==> config.mk <==
export PLATFORM = sky130hd
export DESIGN_NAME = tx_ring_engine
export DESIGN_NICKNAME = d
export VERILOG_FILES = /design/src/rtl/tx_ring_pkg.sv /design/src/rtl/tx_desc_store.sv /design/src/rtl/tx_ring_ctrl.sv /design/src/rtl/tx_ring_engine.sv
export SDC_FILE = /design/constraint.sdc
export NUM_CORES = 1
export LEC_CHECK = 0
export CORE_ASPECT_RATIO = 1.1
export CORE_MARGIN = 2
export CORE_UTILIZATION = 25
export DETAILED_ROUTE_END_ITERATION = 10
export PLACE_DENSITY = 0.48
export SLEW_MARGIN = 10
export SYNTH_ARGS = -nofsm -noshare
export SYNTH_HDL_FRONTEND = slang
export SYNTH_HIERARCHICAL = 1
export SYNTH_SLANG_ARGS = --single-unit
==> constraint.sdc <==
create_clock -name clk -period 5.4 [get_ports clk]
set_input_delay 1.62 -clock clk [delete_from_list [all_inputs] [get_ports clk]]
set_output_delay 1.62 -clock clk [all_outputs]
set_load 0.05 [all_outputs]
==> src/rtl/tx_ring_pkg.sv <==
package tx_ring_pkg;

   // status bit positions, decoded by software
   localparam int ST_READY    = 15;
   localparam int ST_WRAP     = 13;
   localparam int ST_IRQ      = 12;
   localparam int ST_LAST     = 11;
   localparam int ST_CRC      = 10;
   localparam int ST_UNDERRUN = 1;
   localparam int ST_EMPTY    = 0;

   typedef logic [15:0] stat_t;
   typedef logic [15:0] len_t;

   localparam stat_t M_READY    = stat_t'(1) << ST_READY;
   localparam stat_t M_WRAP     = stat_t'(1) << ST_WRAP;
   localparam stat_t M_IRQ      = stat_t'(1) << ST_IRQ;
   localparam stat_t M_LAST     = stat_t'(1) << ST_LAST;
   localparam stat_t M_CRC      = stat_t'(1) << ST_CRC;
   localparam stat_t M_UNDERRUN = stat_t'(1) << ST_UNDERRUN;
   localparam stat_t M_EMPTY    = stat_t'(1) << ST_EMPTY;
   localparam stat_t M_WB_CLR   = M_READY | M_UNDERRUN | M_EMPTY;

   typedef enum logic [2:0] {
      S_HALT,
      S_FETCH,
      S_SEND,
      S_DRAIN,
      S_WB
   } eng_state_e;

endpackage

==> src/rtl/tx_desc_store.sv <==
module tx_desc_store
   import tx_ring_pkg::*;
#(
   parameter int NUM_DESC = 2,
   parameter int PTR_W    = 32
) (
   input  logic                        clk,
   input  logic                        rst_n,
   input  logic                        host_we,
   input  logic [$clog2(NUM_DESC):0]   host_addr,
   input  logic [31:0]                 host_wdata,
   output logic [31:0]                 host_rdata,
   input  logic [$clog2(NUM_DESC)-1:0] eng_idx,
   output stat_t                       eng_stat,
   output len_t                        eng_len,
   output logic [PTR_W-1:0]            eng_ptr,
   input  logic                        wb_en,
   input  stat_t                       wb_stat
);

   localparam int IDX_W = $clog2(NUM_DESC);

   logic [IDX_W-1:0] host_idx;
   logic             host_sel;

   stat_t            stat_a [NUM_DESC];
   len_t             len_a  [NUM_DESC];
   logic [PTR_W-1:0] ptr_a  [NUM_DESC];

   assign host_idx = host_addr[IDX_W:1];
   assign host_sel = host_addr[0];

   for (genvar g = 0; g < NUM_DESC; g++) begin : g_ent
      stat_t            st_q;
      len_t             ln_q;
      logic [PTR_W-1:0] pt_q;
      logic             hit;
      logic             eng_hit;

      assign hit     = host_we && (host_idx == IDX_W'(g));
      assign eng_hit = wb_en && (eng_idx == IDX_W'(g));

      // host write has priority over the engine writeback
      always_ff @(posedge clk) begin
         if (!rst_n) begin
            st_q <= '0;
            ln_q <= '0;
            pt_q <= '0;
         end else begin
            if (hit && !host_sel) begin
               st_q <= host_wdata[31:16];
               ln_q <= host_wdata[15:0];
            end else if (eng_hit) begin
               st_q <= wb_stat;
            end
            if (hit && host_sel) begin
               pt_q <= host_wdata[PTR_W-1:0];
            end
         end
      end

      assign stat_a[g] = st_q;
      assign len_a[g]  = ln_q;
      assign ptr_a[g]  = pt_q;
   end

   always_comb begin
      host_rdata = '0;
      if (int'(host_idx) < NUM_DESC) begin
         if (host_sel) host_rdata = 32'(ptr_a[host_idx]);
         else          host_rdata = {stat_a[host_idx], len_a[host_idx]};
      end
   end

   assign eng_stat = stat_a[eng_idx];
   assign eng_len  = len_a[eng_idx];
   assign eng_ptr  = ptr_a[eng_idx];

endmodule

==> src/rtl/tx_ring_ctrl.sv <==
module tx_ring_ctrl
   import tx_ring_pkg::*;
#(
   parameter int NUM_DESC = 2,
   parameter int PTR_W    = 32
) (
   input  logic                        clk,
   input  logic                        rst_n,
   input  logic                        cmd_clear_halt,
   input  logic                        cmd_graceful_stop,
   output logic [$clog2(NUM_DESC)-1:0] eng_idx,
   input  stat_t                       eng_stat,
   input  len_t                        eng_len,
   input  logic [PTR_W-1:0]            eng_ptr,
   output logic                        wb_en,
   output stat_t                       wb_stat,
   output logic                        mem_rd,
   output logic [PTR_W-1:0]            mem_addr,
   input  logic [7:0]                  mem_rdata,
   input  logic                        mem_err,
   input  logic                        mac_ready,
   output logic [7:0]                  tx_data,
   output logic                        tx_valid,
   output logic                        tx_last,
   output logic                        tx_crc,
   output logic                        tx_irq,
   output logic                        halted,
   output logic                        stop_done
);

   localparam int IDX_W = $clog2(NUM_DESC);

   eng_state_e       state_q;
   logic [IDX_W-1:0] idx_q;
   len_t             cnt_q;
   stat_t            err_q;
   logic             stop_req_q;
   logic             in_frame_q;

   logic slot_free;
   logic final_byte;
   logic last_idx;

   assign slot_free  = !tx_valid || mac_ready;
   assign final_byte = (cnt_q == eng_len - 16'd1);
   assign last_idx   = (idx_q == IDX_W'(NUM_DESC - 1));

   assign eng_idx  = idx_q;
   assign mem_rd   = (state_q == S_SEND) && slot_free;
   assign mem_addr = eng_ptr + PTR_W'(cnt_q);
   assign wb_en    = (state_q == S_WB);
   assign wb_stat  = (eng_stat & ~M_WB_CLR) | err_q;
   assign halted   = (state_q == S_HALT);

   always_ff @(posedge clk) begin
      if (!rst_n) begin
         state_q    <= S_HALT;
         idx_q      <= '0;
         cnt_q      <= '0;
         err_q      <= '0;
         stop_req_q <= 1'b0;
         in_frame_q <= 1'b0;
         tx_data    <= '0;
         tx_valid   <= 1'b0;
         tx_last    <= 1'b0;
         tx_crc     <= 1'b0;
         tx_irq     <= 1'b0;
         stop_done  <= 1'b0;
      end else begin
         tx_irq <= 1'b0;
         if (cmd_graceful_stop) stop_req_q <= 1'b1;
         if (tx_valid && mac_ready) begin
            tx_valid <= 1'b0;
            tx_last  <= 1'b0;
            tx_crc   <= 1'b0;
         end

         case (state_q)
            S_HALT: begin
               if (cmd_clear_halt) begin
                  state_q   <= S_FETCH;
                  stop_done <= 1'b0;
               end else if (stop_req_q) begin
                  stop_done  <= 1'b1;
                  stop_req_q <= 1'b0;
               end
            end
            S_FETCH: begin
               if (stop_req_q && !in_frame_q) begin
                  state_q    <= S_HALT;
                  stop_done  <= 1'b1;
                  stop_req_q <= 1'b0;
               end else if (!eng_stat[ST_READY]) begin
                  state_q <= S_HALT;
               end else if (eng_len == '0) begin
                  err_q   <= M_EMPTY;
                  state_q <= S_WB;
               end else begin
                  err_q   <= '0;
                  cnt_q   <= '0;
                  state_q <= S_SEND;
               end
            end
            S_SEND: begin
               if (slot_free) begin
                  tx_data  <= mem_rdata;
                  tx_valid <= 1'b1;
                  tx_last  <= final_byte && eng_stat[ST_LAST];
                  tx_crc   <= final_byte && eng_stat[ST_LAST] && eng_stat[ST_CRC];
                  if (mem_err) err_q <= err_q | M_UNDERRUN;
                  cnt_q <= cnt_q + 16'd1;
                  if (final_byte) state_q <= S_DRAIN;
               end
            end
            S_DRAIN: begin
               if (slot_free) state_q <= S_WB;
            end
            S_WB: begin
               tx_irq     <= eng_stat[ST_IRQ];
               in_frame_q <= !eng_stat[ST_LAST];
               idx_q      <= (eng_stat[ST_WRAP] || last_idx) ? '0 : idx_q + 1'b1;
               state_q    <= S_FETCH;
            end
            default: state_q <= S_HALT;
         endcase
      end
   end

endmodule

==> src/rtl/tx_ring_engine.sv <==
module tx_ring_engine
   import tx_ring_pkg::*;
#(
   parameter int NUM_DESC = 2,
   parameter int PTR_W    = 32
) (
   input  logic                      clk,
   input  logic                      rst_n,
   input  logic                      host_we,
   input  logic [$clog2(NUM_DESC):0] host_addr,
   input  logic [31:0]               host_wdata,
   output logic [31:0]               host_rdata,
   input  logic                      cmd_clear_halt,
   input  logic                      cmd_graceful_stop,
   output logic                      mem_rd,
   output logic [PTR_W-1:0]          mem_addr,
   input  logic [7:0]                mem_rdata,
   input  logic                      mem_err,
   output logic [7:0]                tx_data,
   output logic                      tx_valid,
   output logic                      tx_last,
   output logic                      tx_crc,
   input  logic                      mac_ready,
   output logic                      tx_irq,
   output logic                      halted,
   output logic                      stop_done
);

   localparam int IDX_W = $clog2(NUM_DESC);

   if (NUM_DESC < 2) begin : g_bad_depth
      $error("tx_ring_engine: NUM_DESC must be at least 2");
   end
   if (PTR_W < 8 || PTR_W > 32) begin : g_bad_ptr
      $error("tx_ring_engine: PTR_W must lie in 8..32");
   end

   logic [IDX_W-1:0] eng_idx;
   stat_t            eng_stat;
   len_t             eng_len;
   logic [PTR_W-1:0] eng_ptr;
   logic             wb_en;
   stat_t            wb_stat;

   tx_desc_store #(
      .NUM_DESC (NUM_DESC),
      .PTR_W    (PTR_W)
   ) i_store (
      .clk        (clk),
      .rst_n      (rst_n),
      .host_we    (host_we),
      .host_addr  (host_addr),
      .host_wdata (host_wdata),
      .host_rdata (host_rdata),
      .eng_idx    (eng_idx),
      .eng_stat   (eng_stat),
      .eng_len    (eng_len),
      .eng_ptr    (eng_ptr),
      .wb_en      (wb_en),
      .wb_stat    (wb_stat)
   );

   tx_ring_ctrl #(
      .NUM_DESC (NUM_DESC),
      .PTR_W    (PTR_W)
   ) i_ctrl (
      .clk               (clk),
      .rst_n             (rst_n),
      .cmd_clear_halt    (cmd_clear_halt),
      .cmd_graceful_stop (cmd_graceful_stop),
      .eng_idx           (eng_idx),
      .eng_stat          (eng_stat),
      .eng_len           (eng_len),
      .eng_ptr           (eng_ptr),
      .wb_en             (wb_en),
      .wb_stat           (wb_stat),
      .mem_rd            (mem_rd),
      .mem_addr          (mem_addr),
      .mem_rdata         (mem_rdata),
      .mem_err           (mem_err),
      .mac_ready         (mac_ready),
      .tx_data           (tx_data),
      .tx_valid          (tx_valid),
      .tx_last           (tx_last),
      .tx_crc            (tx_crc),
      .tx_irq            (tx_irq),
      .halted            (halted),
      .stop_done         (stop_done)
   );

endmodule

# Yosys cells after proc, flatten, opt, wreduce, memory -nomap -nowiden
# Cells that the tools add are included.
# Widths: inputs -> output; s select.
# totals
register_bits,179
out_inout_bits,79
wordCells,140
# op_classes
addsub,4
order_cmp,2
n_eq_ne,15
n_mux,61
bitwise,7
n_reduce_logical,32
# op_table
op,n
$mux 16,23
$mux 32,7
$pmux 16 s2,2
$add 32x16->32,1
$mux 3,7
$mux 1,18
$add 16x1->16 const B,1
$eq 16x16->1,1
$logic_not 16->1,1
$or 15x16->16,1
$sub 16x1->16 const B,1
$pmux 3 s5,1
$logic_and 1x1->1,13
$ne 2x1->1 const B,5
$reduce_and 5->1,2
$ne 2x2->1 const B,4
$reduce_and 4->1,2
$reduce_bool 2->1,4
$eq 3x2->1 const B,2
$ge 2x2->1 const B,2
$logic_not 1->1,4
$not 1->1,4
$not 1->2,2
$pmux 1 s2,2
9 further kinds,11

# Logic depth before layout (Yosys ltp)
# depth
word_depth,10
depth_mapped,13

# By module
# Netlist, hierarchy kept.
# by_module_without_submodules
mod,n_inst,cells_each,area_per_inst_um2,seq_area_each_um2
tx_desc_store,1,716,6523.8,2562.5
tx_ring_ctrl,1,438,3385.7,740.7

# Worst setup path before layout
# No wires, ideal clock.
# synth_path
kind,register to output
start,register i_ctrl.idx_q (netlist: i_ctrl/eng_idx)
end,output port mem_addr[14]
t_arrival_ps,4247
setup_slack_ps,-467
stages_incl_launch_ff,13
n_path_buf,2
path_cell_list,dfxtp_1 > buf_2 > buf_2 > mux2_2 > ha_1 > inv_1 > fa_1 > nor2b_1 > o31a_1 > o31ai_1 > a21boi_0 > o311ai_0 > o311ai_0
# synth_between
elab_chain_len,5
# synth_lines
element,line,rtl
start: declaration,tx_ring_ctrl.sv:34,logic [IDX_W-1:0] idx_q;
start signal: assignment,tx_ring_ctrl.sv:121,idx_q <= (eng_stat[ST_WRAP] || last_idx) ? '0 : idx_q + 1'b1;
$not 1->2 (implied by the code),tx_desc_store.sv:77,assign eng_ptr = ptr_a[eng_idx];
$mux 32 (implied by the code) (3 in series),tx_desc_store.sv:77,
named net eng_ptr[0],tx_ring_engine.sv:41,logic [PTR_W-1:0] eng_ptr;
$add 32x16->32,tx_ring_ctrl.sv:50,assign mem_addr = eng_ptr + PTR_W'(cnt_q);
end: declaration,tx_ring_engine.sv:16,"output logic [PTR_W-1:0] mem_addr,"
# The timed path passes the listed nets, and every way through them passes these cells. The select of a mux whose other input is x is not followed.

# Worst setup path in the final report
# layout_path
start,register i_ctrl.idx_q (netlist: i_ctrl/eng_idx)
end,output port mem_addr[27]
# Same word-level chain as after synthesis.

==> impl_metrics.csv <==
group,metric,value,unit
detailed_routing,ant_nets,0,
timing,slew-limit-headroom,29.0,%
grt,grt_max_degree,67,
detailed_routing,drt_first_iter_violations,546,
grt,grt_pass1_vias,8287,
cts,numCtsBuffers,17,
setup_path,critPathMaxStageDelay,0.47,ns
timing,min_period,5.26,ns
flow_run,maxCapViolCount,0,
detailed_routing,vias,8571,
floorplanning,std_cell_rows,76,
setup_path,reg2reg_from,"i_ctrl/eng_idx",
placement,place_inst,1719,
timing,worstMarginPinSlew,1.06,ns
placement,hpwl,23800,um
hold_path,hold_start,"i_ctrl/tx_data[5]",
floorplanning,num_io_pins,128,
detailed_routing,drc,0,
cells_and_area,instances_no_fill,1756,
placement,gp_congestion,0.789,
synth,synth_cells,1152,
grt,grt_pass1_wl,52300,um
cells_and_area,area_growth,24.8,%
setup_path,rrSetupSlack,1.02,ns
cts,clk_latency,0.45,ns
cts,clock-sinks,165,
cts,cts_max_level,4,
cells_and_area,seq_area,0.00331,sq mm
cts,cts_root_buffer,"clkbuf_16",
floorplanning,initial_core_util,25.3,%
timing,timing.final.crit_share,97.4,%
setup_path,endpoint_kind,"primary output",
run_status,status,"finished clean",
setup_path,crit_start,"i_ctrl/eng_idx",
grt,antenna_found_initial,1,
cts,clk_path_buf_depth,2,
timing,finalHoldViolations,0,
detailed_routing,drt-pass1-iter-count,5,
timing,finalClockSkew,0.0108,ns
floorplanning,die_h,213,um
grt,grt_use_total,16.9,%
synth,synth_warnings,6,
hold_path,min_path_type,"reg -> reg",
timing,fmax,0.190,GHz
setup_path,cp.required,3.78,ns
setup_path,crit_type,"reg -> out",
placement,place_area,0.0116,sq mm
detailed_routing,drt-total-wl,34600,um
cells_and_area,final_nets,1304,
placement,portBuffers,127,
hold_path,min_to,"i_ctrl/tx_data[5]",
timing,slew_viol_final,0,
timing,setup_viol_count_final,0,
setup_path,worst_r2r_path_depth,12,
synth,synth_area,0.00989,sq mm
setup_path,arrival,3.64,ns
floorplanning,die_x,194,um
synth,synth_area_per_cell,8.58,sq um
cells_and_area,multi_input_area,0.00603,sq mm
detailed_routing,wl_per_cell,19.7,um
power_and_ir_drop,p_leak,4.54,nW
cts,path_clk_slew,0.07,ns
cells_and_area,diodes,0,
setup_path,critPathLaunchType,"flip-flop",
setup_path,path_cells,"buf_4, mux2_2, ha_1, a21o_1, nand2_1, a21boi_0, o31ai_4, a21o_4, a211oi_1, xor2_1, buf_12",
grt,grt-ovfl-total,0,
cts,cts.hold.buffers_added,0,
power_and_ir_drop,power,3.31,mW
setup_path,cp_slowest_cell,"a21boi_0",
cts,cts_tree,"done",
setup_path,rr_endpoint,"i_ctrl/state_q[1]",
cells_and_area,final_area,0.0123,sq mm
detailed_routing,routed_via_density,4.88,
floorplanning,dieArea,0.0412,sq mm
cells_and_area,drive_gt1_share,18.3,%
cells_and_area,fill_cells,4127,
power_and_ir_drop,pwr_density_cell,268,mW/mm^2
synth,synth_nets,1220,
floorplanning,core_area,0.0391,sq mm
setup_path,cp_max_fo,14,
hold_path,min_path_cells,2,
power_and_ir_drop,worst_ir_drop_vdd,0.214,mV
## where the power goes
group          leakage [nW]  internal (mW)  switching, mW
clock network         0.306          0.781          0.558
registers              1.34           1.27         0.0485
logic                  2.89          0.254          0.393
## worst max path at each step
| stage | cells after the start | to |
|---|---|---|
| after floorplan | 13 | mem_addr[22] |
| after global placement | 10 | mem_addr[19] |
| after detailed placement | 10 | mem_addr[17] |
| after CTS | 10 | mem_addr[17] |
| after global routing | 13 | mem_addr[28] |
| final | 11 | mem_addr[27] |
## cell usage in the layout (no fill, tap or decap), types with 6 or more instances in the layout
master,instances
a21oi_1,78
a211oi_1,10
inv_1,19
nand2_1,281
o21ai_1,14
nor2b_1,11
clkdlybuf4s50_1,78
nor3_1,16
dfxtp_1,164
nor2_1,33
xor2_1,34
mux2_2,62
nand2b_1,6
a21boi_1,38
mux4_2,32
a21boi_0,73
and3_1,7
ha_1,17
buf_12,26
nand4_1,11
xnor2_1,23
nand3_1,16
buf_4,46
o21ai_0,25
clkbuf_16,17
## through the flow
| stage | TNS, ns | setup WS (ns) | hold slack (ns) | utilization [%] |
|---|---|---|---|---|
| final | 0 | 0.141 | 0.463 | 31.6 |
| after global placement | 0 | 0.106 | 0.449 | 29.8 |
| after detailed placement | 0 | 0.0949 | 0.457 | 29.8 |
| after CTS | -0.00665 | -0.00665 | 0.468 | 31.4 |
| after floorplan | 0 | 0.129 | 0.439 | - |
| after global routing | -0.00158 | -0.00158 | 0.488 | 31.6 |
## what timing repair did
action                                  in CTS  in global routing
resized for setup                            5                  6
pin swaps                                    0                  3
buffers inserted                             0                  5
endpoints found under the setup margin      17                 14
## layer usage
layer / wire (um) / GRT usage (%) / up-vias
met5: 17 / 0 / -
met4: 572 / 4.82 / 2
met3: 1380 / 2.73 / 29
met2: 16900 / 29.1 / 201
met1: 15700 / 21.8 / 4151
li1: - / - / 4188
## area by class of cell
type,instances,area share [%]
clock inverter,10,1.19
clock buffer,22,3.92
timing repair buffer,153,13.5
inverter,19,0.578
sequential,165,26.8
multi-input combinational,880,48.9
tap,507,5.14
## flip-flops by register name, summed over array words and instances, names as in the netlist
signal	count
i_ctrl/cnt_q	16
i_ctrl/eng_idx	1
i_ctrl/tx_irq	1
i_store/g_ent.st_q	32
i_ctrl/stop_req_q	1
i_store/g_ent.pt_q	64
i_ctrl/err_q	2
i_ctrl/tx_valid	1
i_ctrl/stop_done	1
i_ctrl/tx_last	1
i_ctrl/tx_data	8
i_ctrl/tx_crc	1
i_store/g_ent.ln_q	32
i_ctrl/state_q	3
i_ctrl/in_frame_q	1
## critical path, delay by kind of cell (launching register included)
| kind | cells | cell delay (ns) |
|---|---|---|
| adders and majority gates | 1 | 0.38 |
| AOI/OAI and AO/OA | 5 | 1.32 |
| and+or+nand+nor | 1 | 0.07 |
| muxes | 1 | 0.34 |
| buffers and inverters | 2 | 0.32 |
| DFF | 1 | 0.45 |
| xor gates and xnor gates | 1 | 0.30 |
(Power assumes the default switching activity.)
